## src/rtl/interval_timer.sv

```systemverilog
module interval_timer (
  input  logic        clk,
  input  logic        rst_n,
  input  logic        tick_en,
  input  logic [2:0]  addr,
  input  logic        wr_en,
  input  logic [31:0] wr_data,
  output logic [31:0] rd_data,
  output logic        irq
);

  localparam logic [2:0] A_LOAD = 3'd0;
  localparam logic [2:0] A_VAL  = 3'd1;
  localparam logic [2:0] A_CTRL = 3'd2;
  localparam logic [2:0] A_CLR  = 3'd3;
  localparam logic [2:0] A_RAW  = 3'd4;
  localparam logic [2:0] A_MSK  = 3'd5;
  localparam logic [2:0] A_BG   = 3'd6;
  localparam logic [7:0] CTRL_RST = 8'h20;

  logic [7:0]  ctrl;
  logic [31:0] load_q;
  logic [31:0] count_q;
  logic [7:0]  pre_q;
  logic        flag_q;
  logic [7:0]  pre_last;

  wire run      = ctrl[7];
  wire one_shot = ctrl[0];
  wire wide     = ctrl[1];
  wire ie       = ctrl[5];
  wire periodic = ctrl[6];
  wire [1:0] psel = ctrl[3:2];

  wire wr_load = wr_en && (addr == A_LOAD);
  wire wr_ctrl = wr_en && (addr == A_CTRL);
  wire wr_clr  = wr_en && (addr == A_CLR);
  wire wr_bg   = wr_en && (addr == A_BG);

  always_comb begin
    case (psel)
      2'b01:   pre_last = 8'd15;
      2'b10:   pre_last = 8'd255;
      default: pre_last = 8'd0;
    endcase
  end

  wire pre_hit    = (pre_q == pre_last);
  wire step       = run && tick_en && pre_hit;
  wire presc_chg  = wr_ctrl && (wr_data[3:2] != psel);
  wire [31:0] size_mask = wide ? 32'hFFFF_FFFF : 32'h0000_FFFF;
  wire [31:0] eff       = count_q & size_mask;
  wire [31:0] reload_q  = (periodic ? load_q  : 32'hFFFF_FFFF) & size_mask;
  wire [31:0] reload_wr = (periodic ? wr_data : 32'hFFFF_FFFF) & size_mask;
  wire hit_end    = step && !wr_load && (eff == 32'd1);

  always_ff @(posedge clk) begin
    if (!rst_n)
      pre_q <= 8'd0;
    else if (presc_chg)
      pre_q <= 8'd0;
    else if (run && tick_en)
      pre_q <= pre_hit ? 8'd0 : pre_q + 8'd1;
  end

  always_ff @(posedge clk) begin
    if (!rst_n) begin
      ctrl   <= CTRL_RST;
      load_q <= 32'd0;
    end else begin
      if (wr_ctrl)
        ctrl <= wr_data[7:0];
      if (wr_load || wr_bg)
        load_q <= wr_data;
    end
  end

  always_ff @(posedge clk) begin
    if (!rst_n)
      count_q <= 32'hFFFF_FFFF;
    else if (wr_load)
      count_q <= reload_wr;
    else if (step) begin
      if (eff == 32'd0) begin
        if (!one_shot)
          count_q <= reload_q;
      end else begin
        count_q <= eff - 32'd1;
      end
    end
  end

  always_ff @(posedge clk) begin
    if (!rst_n)
      flag_q <= 1'b0;
    else if (hit_end)
      flag_q <= 1'b1;
    else if (wr_clr)
      flag_q <= 1'b0;
  end

  always_comb begin
    case (addr)
      A_LOAD, A_BG: rd_data = load_q;
      A_VAL:        rd_data = eff;
      A_CTRL:       rd_data = {24'd0, ctrl};
      A_RAW:        rd_data = {31'd0, flag_q};
      A_MSK:        rd_data = {31'd0, flag_q & ie};
      default:      rd_data = 32'd0;
    endcase
  end

  assign irq = flag_q & ie;

  AST_HOLD_STOPPED: assert property (@(posedge clk) disable iff (!rst_n)
    (!run && !wr_load) |=> $stable(count_q));
  AST_HOLD_NO_TICK: assert property (@(posedge clk) disable iff (!rst_n)
    (!tick_en && !wr_load) |=> $stable(count_q));
  AST_ONESHOT_PARK: assert property (@(posedge clk) disable iff (!rst_n)
    (run && one_shot && eff == 32'd0 && !wr_load) |=> $stable(count_q));
  AST_LOAD_NOW: assert property (@(posedge clk) disable iff (!rst_n)
    (wr_load && wide && periodic) |=> (count_q == $past(wr_data)));
  AST_BG_KEEPS: assert property (@(posedge clk) disable iff (!rst_n)
    (wr_bg && !run) |=> $stable(count_q));
  AST_CLEAR_WINS: assert property (@(posedge clk) disable iff (!rst_n)
    (wr_clr && !hit_end) |=> !flag_q);
  AST_FLAG_CAUSE: assert property (@(posedge clk) disable iff (!rst_n)
    $rose(flag_q) |-> $past(run && tick_en));
  AST_NARROW_READ: assert property (@(posedge clk) disable iff (!rst_n)
    (!wide && addr == A_VAL) |-> (rd_data[31:16] == 16'd0));

endmodule

```

## config.mk

```make
export PLATFORM = sky130hd
export DESIGN_NAME = interval_timer
export DESIGN_NICKNAME = d
export VERILOG_FILES = /design/src/rtl/interval_timer.sv
export SDC_FILE = /design/constraint.sdc
export NUM_CORES = 1
export LEC_CHECK = 0
export ABC_AREA = 0
export BUFFER_PORTS_ARGS = -buffer_cell sky130_fd_sc_hd__clkbuf_2
export CORE_MARGIN = 5
export CORE_UTILIZATION = 59
export DETAILED_ROUTE_END_ITERATION = 8
export GPL_TIMING_DRIVEN = 0
export PLACE_DENSITY = 0.88
export SLEW_MARGIN = 10
export SYNTH_ARGS = -nofsm -noshare
export SYNTH_HDL_FRONTEND = slang
export SYNTH_SLANG_ARGS = --single-unit
```

## constraint.sdc

```tcl
create_clock -name clk -period 3.1 [get_ports clk]
set_input_delay 0 -clock clk [delete_from_list [all_inputs] [get_ports clk]]
set_output_delay 0 -clock clk [all_outputs]
set_load 0.02 [all_outputs]
```

==> reports/metrics.cfg, run 1 <==
[global_route]
grt_overflow = 0
grt_pass1_vias = 6554
antenna_found_initial = 0
grt.total_usage_pct = 40.1
grt_max_degree = 16
grt_pass1_wl_um = 35100

[synth]
ys_top_cells_by_count = 144 x nand2_1, 81 x dfxtp_1, 65 x o21ai_0, 46 x clkbuf_1, 42 x nor2_1
synth_edf_count = 0
yosysTopAreaCell = dfxtp_1
synth-seq-cells = 81
ys_top_cells_by_area = dfxtp_1 30%, nand2_1 9.9%, o21ai_0 5.9%
yosys.area.top_type_share_pct = 29.7
syn_area_sq_um = 5470
syn_area_per_cell_sq_um = 7.44
syn_inst = 735
async_flop_share_pct = 0
synth_most_common_cell = nand2_1
synth_nets = 778
ys_types = 74
synth_warnings = 0
synth_ff_type = dfxtp_1
ys_seq_area_share_pct = 29.7

[setup_path]
crit_buf_inv = 1
critPathMaxStageDelay_ns = 0.72
crit_fanout = 8
cp_common_cell = nor3_1
crit_slowest_cell = nor3_1
critPathArrivalTime_ns = 3.27
startpoint_type = flop
cp.required_ns = 3.33
cp-end-kind = flop
crit_type = flop to flop
crit_chain = clkbuf_1, nor4_4, nand4b_1, nor3_1, a21boi_0, nor3_1, o311ai_0
path_delay_family = simple AND/OR/NAND/NOR gates

[power]
power.density_nw_per_um2 = 369
p_leak_uw = 0.00243
p_seq_share_pct = 46.5
p_comb_share_pct = 15.6
pwr-share-clk_pct = 38.0
p_sw_uw = 733
ir_drop_uv = 350
swShare_pct = 30.3
internal_power_uw = 1690
total_power_uw = 2420

[timing]
rsz0062_at_grt = true
hold_viol_final = 0
final_max_slew_viol_count = 0
fin_crit_sh_pct = 98.2
worst_pin_slew_ns = 1.15
fin_crit_ns = 3.04
holdWs_ns = 0.0480
relSlewSlack_pct = 22.7
skew_ns = 0.0142
fmax_mhz = 329
setup_viol = 0

[placement]
dp_cells = 916
place_area_sq_um = 5960
globalplace.congestion = 1.01
hpwlAfterDp_um = 15700
portBuffers = 70

[drt]
remaining_drc_errors = 0
vias_per_cell = 7.06
dr.pass1.iters = 6
routed_wl_um = 23100
route.vias.total = 6840
antenna_left = 0
wl_per_cell_um = 23.8
drt_iter0_markers = 1012

[final_layout]
syn2layout_area_growth_pct = 19.8
final_util_pct = 71.6
multi_input_area_sq_um = 3470
drive_above_1_share_pct = 15.4
diodes = 0
fillers = 724
design_area_sq_um = 6550
final_nets = 896
seqCellArea_sq_um = 1620
final_cell_count_no_fill = 969

[cts]
cts_num_sinks = 81
numCtsBuffers = 9
cts_buffer_depth = 2
clock_latency_ns = 0.37
cts_tree = built
clk_pin_slew_ns = 0.09
cts_root_buf = clkbuf_8
htree_num_levels = 3

[outcome]
status = complete, no violations

[die]
fp.dieW_um = 106
core_area_sq_um = 9150
start_util_pct = 59.7
die_y_um = 106
die_area_sq_um = 11300
pin_count = 72
rows = 35

[run]
drv_cap = 0

[min_path]
worstHoldPathType = primary input to flop

per-layer routing:
layer / share of wire (%) / global-route usage [%]
met5: 0 / 0
met4: 6.6 / 24.4
met3: 15 / 12.1
met2: 43 / 61.3
met1: 36 / 49.4
registers in the layout, indices dropped and copies added (netlist names):
name,cells
flag_q,1
load_q,32
ctrl,8
count_q,32
pre_q,8
worst min-delay path, delay by kind of cell:
| family | cells | cell delay (ns) |
|---|---|---|
| AND/OR/NAND/NOR | 2 | 0.19 |
| buffers and inverters | 1 | 0.13 |
| AO/OA/AOI/OAI | 1 | 0.06 |
power by group through the flow:
stage	clock network, uW	registers, uW	logic [uW]
floorplan	0	1130	200
global placement	0	1140	313
detailed placement	0	1140	321
CTS	913	1120	355
global route	952	1130	396
finish	918	1120	377
kinds of logic (layout without fill, tap and decap cells):
group	count (synthesis)	in the layout	share of synthesized area, %
muxes	2	2	0.389
adders and majority gates	4	4	0.915
AOI/OAI and AO/OA	257	257	32.3
buffers and inverters	77	200	6.98
and+or+nand+nor	295	295	26.8
xor gates and xnor gates	19	19	3.04
DFF	81	81	29.7
stage by stage:
step | setup slack (ns) | TNS [ns]
3_5_place_dp | 0.136 | 0
2_1_floorplan | 0.595 | 0
3_3_place_gp | 0.114 | 0
5_1_grt | -0.0206 | -0.0501
6_report | 0.0563 | 0
4_1_cts | 0.0914 | 0
cells in the final DEF (no fill, tap or decap), types with 5 or more instances in the layout:
| master | Yosys | final |
|---|---|---|
| nand4_1 | 6 | 6 |
| o21ai_0 | 65 | 65 |
| a31oi_1 | 8 | 8 |
| a22oi_1 | 8 | 8 |
| a21oi_1 | 38 | 38 |
| a21boi_0 | 41 | 41 |
| clkbuf_2 | 1 | 71 |
| nor4_1 | 12 | 11 |
| xor2_1 | 11 | 11 |
| nor2b_1 | 5 | 5 |
| clkbuf_8 | 1 | 10 |
| o21ai_1 | 8 | 8 |
| and2_1 | 7 | 7 |
| clkbuf_1 | 46 | 47 |
| nor2_1 | 42 | 42 |
| o211ai_1 | 7 | 7 |
| o22ai_1 | 5 | 5 |
| o31ai_1 | 6 | 6 |
| buf_2 | 5 | 5 |
| or4_1 | 7 | 7 |
| buf_6 | 8 | 8 |
| nand2_1 | 144 | 144 |
| nor3_1 | 17 | 17 |
| dfxtp_1 | 81 | 81 |
| inv_1 | 12 | 12 |
| nand2b_1 | 6 | 6 |
| dlygate4sd3_1 | 0 | 33 |
| buf_4 | 4 | 8 |
| or3_1 | 5 | 5 |
| a22o_1 | 24 | 24 |
| nand3_1 | 17 | 17 |
| xnor2_1 | 8 | 8 |
cell type report:
| class | instances | area share [%] |
|---|---|---|
| Buffer | 65 | 5.14 |
| Clock buffer | 10 | 1.95 |
| Clock inverter | 6 | 1.49 |
| Inverter | 12 | 0.688 |
| Multi-Input combinational cell | 577 | 53.0 |
| Sequential cell | 81 | 24.8 |
| Tap cell | 111 | 2.12 |
| Timing Repair Buffer | 107 | 10.9 |
what timing repair did:
item	4_1_cts	5_1_grt
endpoints found under the hold margin	47	0
setup endpoints to repair	0	6
hold buffers	33	0
setup buffers	0	4
gates resized for setup	0	1
final timing paths:
kind	start	end	slack [ns]	cells after the start
worst min-delay path	wr_en	flag_q	0.05	4
worst min register to register	ctrl[4]	ctrl[4]	0.48	2
worst max register to register	count_q[4]	count_q[22]	0.06	7
worst max-delay path	count_q[4]	count_q[22]	0.06	7
No activity file was read; power rests on OpenSTA's default activity.
==> run 2, diff against run 1 <==
BUFFER_PORTS_ARGS = -buffer_cell sky130_fd_sc_hd__buf_2   (was -buffer_cell sky130_fd_sc_hd__clkbuf_2)
==> run 2 against run 1 <==
  * Cell count is 0.21% lower
  * Core utilization decreased by 0.34 points
  * Clock power fell by 11%
  * Die area did not move
  * Via count shrank 0.35%
  * Critical path type unchanged
  * Critical endpoint is now count_q[11]
  * Largest cell class unchanged
  * Largest power group unchanged
==> reports/metrics.cfg, run 2 (synthesis results as in run 1) <==
[outcome]
status = complete, no violations

[timing]
hold_viol_final = 0  ; unchanged
skew_ns = 0.0131  ; -0.00105 ns
fmax_mhz = 330  ; +0.34%
rsz0062_at_grt = false
holdWs_ns = 0.0303  ; -0.0177 ns
worst_pin_slew_ns = 1.09  ; -0.0649 ns
fin_crit_sh_pct = 97.9  ; -0.33 points
tns_ns = 0  ; unchanged
final_max_slew_viol_count = 0  ; unchanged
fin_crit_ns = 3.03  ; -0.0102 ns
relSlewSlack_pct = 27.1  ; +4.4 points
setup_viol = 0  ; unchanged

[setup_path]
crit_fanout = 10  ; +2
critPathArrivalTime_ns = 3.25  ; -0.02 ns
cp.required_ns = 3.31  ; -0.02 ns
startpoint_type = flop
cp-end-kind = flop
crit_type = flop to flop

[die]
fp.dieW_um = 106  ; unchanged
core_area_sq_um = 9150  ; unchanged
rows = 35  ; unchanged
start_util_pct = 59.7  ; unchanged
pin_count = 72  ; unchanged
die_area_sq_um = 11300  ; unchanged
die_y_um = 106  ; unchanged

[global_route]
grt_max_degree = 15  ; -1
busiest_layer = met2
grt_use_met1_pct = 49.0  ; -0.45 points
grt_use_met3_pct = 12.6  ; +0.49 points
grt_overflow = 0  ; unchanged
grt.total_usage_pct = 39.9  ; -0.24 points
antenna_found_initial = 0  ; unchanged
grt_pass1_vias = 6565  ; +0.17%
grt.met2_usage_pct = 63.2  ; +1.9 points
grt_pass1_wl_um = 35300  ; +0.65%

[drt]
routed_wl_um = 23000  ; -0.20%
drt_iter0_markers = 1091  ; +7.8%
antenna_left = 0  ; unchanged
remaining_drc_errors = 0  ; unchanged
route.vias.total = 6816  ; -0.35%
vias_per_cell = 7.05  ; -0.14%
wl_per_cell_um = 23.8  ; about the same
dr.pass1.iters = 6  ; unchanged

[final_layout]
final_common_cell = nand2_1
diodes = 0  ; unchanged
final_util_pct = 71.2  ; -0.34 points
design_area_sq_um = 6520  ; -0.48%
reg.largest.list = count_q (32), load_q (32)
drive_above_1_share_pct = 15.5  ; +0.15 points
syn2layout_area_growth_pct = 19.2
final_cell_mix = 144 x nand2_1, 81 x dfxtp_1, 75 x buf_2
final_nets = 895  ; -0.11%
multi_input_area_sq_um = 3480  ; +0.32%
fillers = 771  ; +6.5%
seqCellArea_sq_um = 1620  ; unchanged

[cts]
cts_tree = built
clock_latency_ns = 0.36  ; about the same
cts_root_buf = clkbuf_8
cts_buffer_depth = 2  ; unchanged
cts_num_sinks = 81  ; unchanged
htree_num_levels = 3  ; unchanged
clk_pin_slew_ns = 0.10  ; about the same
numCtsBuffers = 9  ; unchanged

[run]
drv_cap = 0  ; unchanged

[min_path]
worstHoldPathType = primary input to flop

[placement]
place_area_sq_um = 5960  ; unchanged
portBuffers = 70  ; unchanged
globalplace.congestion = 1.07  ; +5.6%
hpwlAfterDp_um = 15700  ; +0.17%

[power]
p_leak_uw = 0.00243  ; about the same
ir_drop_uv = 252  ; -28%
power.density_nw_per_um2 = 355  ; -3.9%
total_power_uw = 2310  ; -4.3%

[run 2: power breakdown]
part	internal, uW	leakage (uW)	switching [uW]
Sequential	1080	0.000659	47.1
Combinational	142	0.00167	235
Clock	373	0.0000998	439
Total	1590	0.00243	721
[run 2: cell type report]
class	instances	area share [%]
buffer	65	5.16
clock buffer	9	1.90
clock inverter	6	1.02
inverter	12	0.691
multi-input combinational	577	53.4
sequential	81	24.9
tap	111	2.13
timing repair buffer	106	10.8
[run 2: path summary, 6_finish.rpt]
path               start           to  slack (ns)  depth (start not counted)
min reg2reg   load_q[13]   load_q[13]        0.49                          2
max          count_q[20]  count_q[11]        0.07                          8
min                rst_n   count_q[8]        0.03                          4
max reg2reg  count_q[20]  count_q[11]        0.07                          8
[run 2: metrics by stage]
stage / setup slack [ns] / std cells
2_1_floorplan: 0.595 / 735
6_report: 0.0665 / 967
4_1_cts: 0.00430 / 964
5_1_grt: 0.0472 / 967
3_5_place_dp: 0.0393 / 916
3_3_place_gp: 0.0492 / 916
[run 2: worst max-delay path, cell delays in order, from the launching register on]
cell     delay [ns]
dfxtp_1        0.32
buf_6          0.14
or4_4          0.53
buf_6          0.16
o41ai_4        0.63
nand4_1        0.45
or3_1          0.43
a21oi_1        0.15
o21ai_1        0.08
[run 2: timing repair]
item	CTS	global route
hold endpoints to repair	44	0
endpoints found under the setup margin	0	6
gates resized for setup	0	3
hold buffers	33	0
setup buffers	0	3
[run 2: per-layer routing]
| metal | routed length, um | part of all wire, % |
|---|---|---|
| met5 | 0 | 0 |
| met2 | 10100 | 44 |
| met3 | 3650 | 16 |
| met1 | 7970 | 35 |
| met4 | 1300 | 5.7 |
==> run 3, diff against run 2 <==
PLACE_DENSITY = 0.9   (was 0.88)
==> run 3 against run 2 <==
  * Total power is 1.0% lower
  * Non-clock buffer count is 7 higher
  * Sequential share of layout area is 0.18 points lower
  * Via count is 1.3% lower
  * Clock power is 2% lower
  * Die area stayed put
  * Worst hold slack worse by 0.0065 ns
  * Count of clock-buffer cells in the layout is 1 higher
  * Wire length is 2.4% lower
  * Critical path depth stayed put
  * Design area is 0.71% higher
  * Highest routed layer unchanged
==> reports/metrics.cfg, run 3 (synthesis results as in run 1) <==
[outcome]
status = complete, no violations

[timing]
tns_ns = 0  ; unchanged
setup_viol = 0  ; unchanged
fin_crit_sh_pct = 98.6  ; +0.79 points
skew_ns = 0.0155  ; +0.00234 ns
relSlewSlack_pct = 22.7  ; -4.4 points
final_max_slew_viol_count = 0  ; unchanged
hold_viol_final = 0  ; unchanged
fin_crit_ns = 3.06  ; +0.0245 ns
worst_pin_slew_ns = 1.15  ; +0.0658 ns
rsz0062_at_grt = false
fmax_mhz = 327  ; -0.80%

[drt]
antenna_left = 0  ; unchanged
dr.pass1.iters = 6  ; unchanged
routed_wl_um = 22500  ; -2.4%
wl_per_cell_um = 23.0  ; -3.3%
vias_per_cell = 6.90  ; -2.2%
remaining_drc_errors = 0  ; unchanged
route.vias.total = 6730  ; -1.3%
drt_iter0_markers = 928  ; -15%

[cts]
cts_num_sinks = 81  ; unchanged
cts_buffer_depth = 2  ; unchanged
clk_pin_slew_ns = 0.09  ; about the same
cts_tree = built
htree_num_levels = 3  ; unchanged
clock_latency_ns = 0.37  ; about the same
cts_root_buf = clkbuf_8
numCtsBuffers = 9  ; unchanged

[global_route]
grt_overflow = 0  ; unchanged
antenna_found_initial = 0  ; unchanged
grt_pass1_wl_um = 34700  ; -1.8%
grt.total_usage_pct = 39.4  ; -0.46 points
grt_max_degree = 15  ; unchanged
grt_pass1_vias = 6452  ; -1.7%

[power]
power.density_nw_per_um2 = 349  ; -1.7%
p_leak_uw = 0.00245  ; +0.91%
ir_drop_uv = 382  ; +52%

[setup_path]
cp-end-kind = flop
critPathArrivalTime_ns = 3.31  ; +0.06 ns
ff2ff_path_depth = 8  ; unchanged
r2r-start = count_q[20]
crit_fanout = 10  ; unchanged
rrSetupSlack_ns = 0.04  ; -0.02 ns
startpoint_type = flop
cp.required_ns = 3.35  ; +0.04 ns
crit_type = flop to flop
r2r-end = count_q[4]

[final_layout]
final_cell_mix = 144 x nand2_1, 81 x dfxtp_1, 75 x buf_2
syn2layout_area_growth_pct = 20.0
reg.largest.list = count_q (32), load_q (32)
final_util_pct = 71.7  ; +0.51 points
final_common_cell = nand2_1
drive_above_1_share_pct = 16.0  ; +0.43 points
final_nets = 902  ; +0.78%
fillers = 745  ; -3.4%

[min_path]
hp-start = rst_n
whs_path_depth = 4  ; unchanged
worstHoldPathType = primary input to flop
holdPathEnd = count_q[8]

[placement]
globalplace.congestion = 1.02  ; -4.9%
portBuffers = 70  ; unchanged
hpwlAfterDp_um = 15700  ; -0.29%

[die]
core_area_sq_um = 9150  ; unchanged
start_util_pct = 59.7  ; unchanged
rows = 35  ; unchanged
die_area_sq_um = 11300  ; unchanged
die_y_um = 106  ; unchanged
pin_count = 72  ; unchanged
fp.dieW_um = 106  ; unchanged

[run]
drv_cap = 0  ; unchanged

-- run 3: cell count changes in the layout (fill, tap and decap cells not counted) --
cell	change
o22ai_2	-1
clkinv_2	-1
clkbuf_1	+1
clkinv_4	-1
nor4_2	-1
o22ai_1	+1
inv_6	-1
clkinvlp_4	+3
diode_2	+1
buf_4	+7
nor4_1	+1
-- run 3: layout make-up --
type	instances	area [sq um]	area share, %
plain buffers	65	337	5.13
multi-input cells	577	3470	52.9
diodes	1	2.50	0.0381
flip-flops and latches	81	1620	24.7
inverters	12	45.0	0.686
well taps	111	139	2.12
clock buffers	10	128	1.94
repair buffers	113	756	11.5
clock inverters	6	66.3	1.01
-- run 3: repair_timing --
item                       in CTS  in global routing
hold endpoints to repair       46                  0
resized for setup               0                  1
hold buffers                   33                  0
setup endpoints to repair       0                  4
setup buffers                   0                 10
-- run 3: metrics by stage --
step           hold slack (ns)  instance area (sq um)  setup WS, ns  std cells  power (uW)
6_report                0.0239                   6560        0.0419        976        2290
5_1_grt                 0.0344                   6560        0.0206        975        2360
4_1_cts                 0.0140                   6480        0.0258        965        2260
3_5_place_dp             0.261                   5960        0.0476        916        1460
3_3_place_gp             0.263                   5960        0.0707        916        1450
2_1_floorplan            0.124                   5470         0.595        735        1330
-- run 3: critical path: stages, from the launching register on --
cell and delay (ns):
dfxtp_1 0.32, buf_6 0.14, or4_4 0.53, buf_6 0.16, o41ai_4 0.63, nand4_1 0.46
or3_1 0.45, a21oi_1 0.17, o21ai_1 0.08
-- run 3: how the worst max path moves through the flow --
| stage | slack, ns | start | endpoint | cells past startpoint |
|---|---|---|---|---|
| floorplan | 0.59 | count_q[20] | count_q[21] | 9 |
| global placement | 0.07 | count_q[20] | count_q[28] | 8 |
| detailed placement | 0.05 | count_q[20] | count_q[28] | 8 |
| CTS | 0.03 | count_q[20] | count_q[28] | 8 |
| global route | 0.02 | count_q[20] | count_q[4] | 8 |
| finish | 0.04 | count_q[20] | count_q[4] | 8 |
-- run 3: layer usage --
layer  vias up  wire length, um  global-route usage [%]  part of all wire [%]
met5         -                0                       0                     0
met4         0             1220                    20.0                   5.4
met3       132             3330                    13.7                    15
met2       583             9840                    60.8                    44
met1      3076             8070                    48.6                    36
li1       2939                -                       -                     -
-- run 3: where the power goes --
group,switching (uW),internal [uW]
Clock,422,374
Combinational,228,142
Sequential,47.9,1080
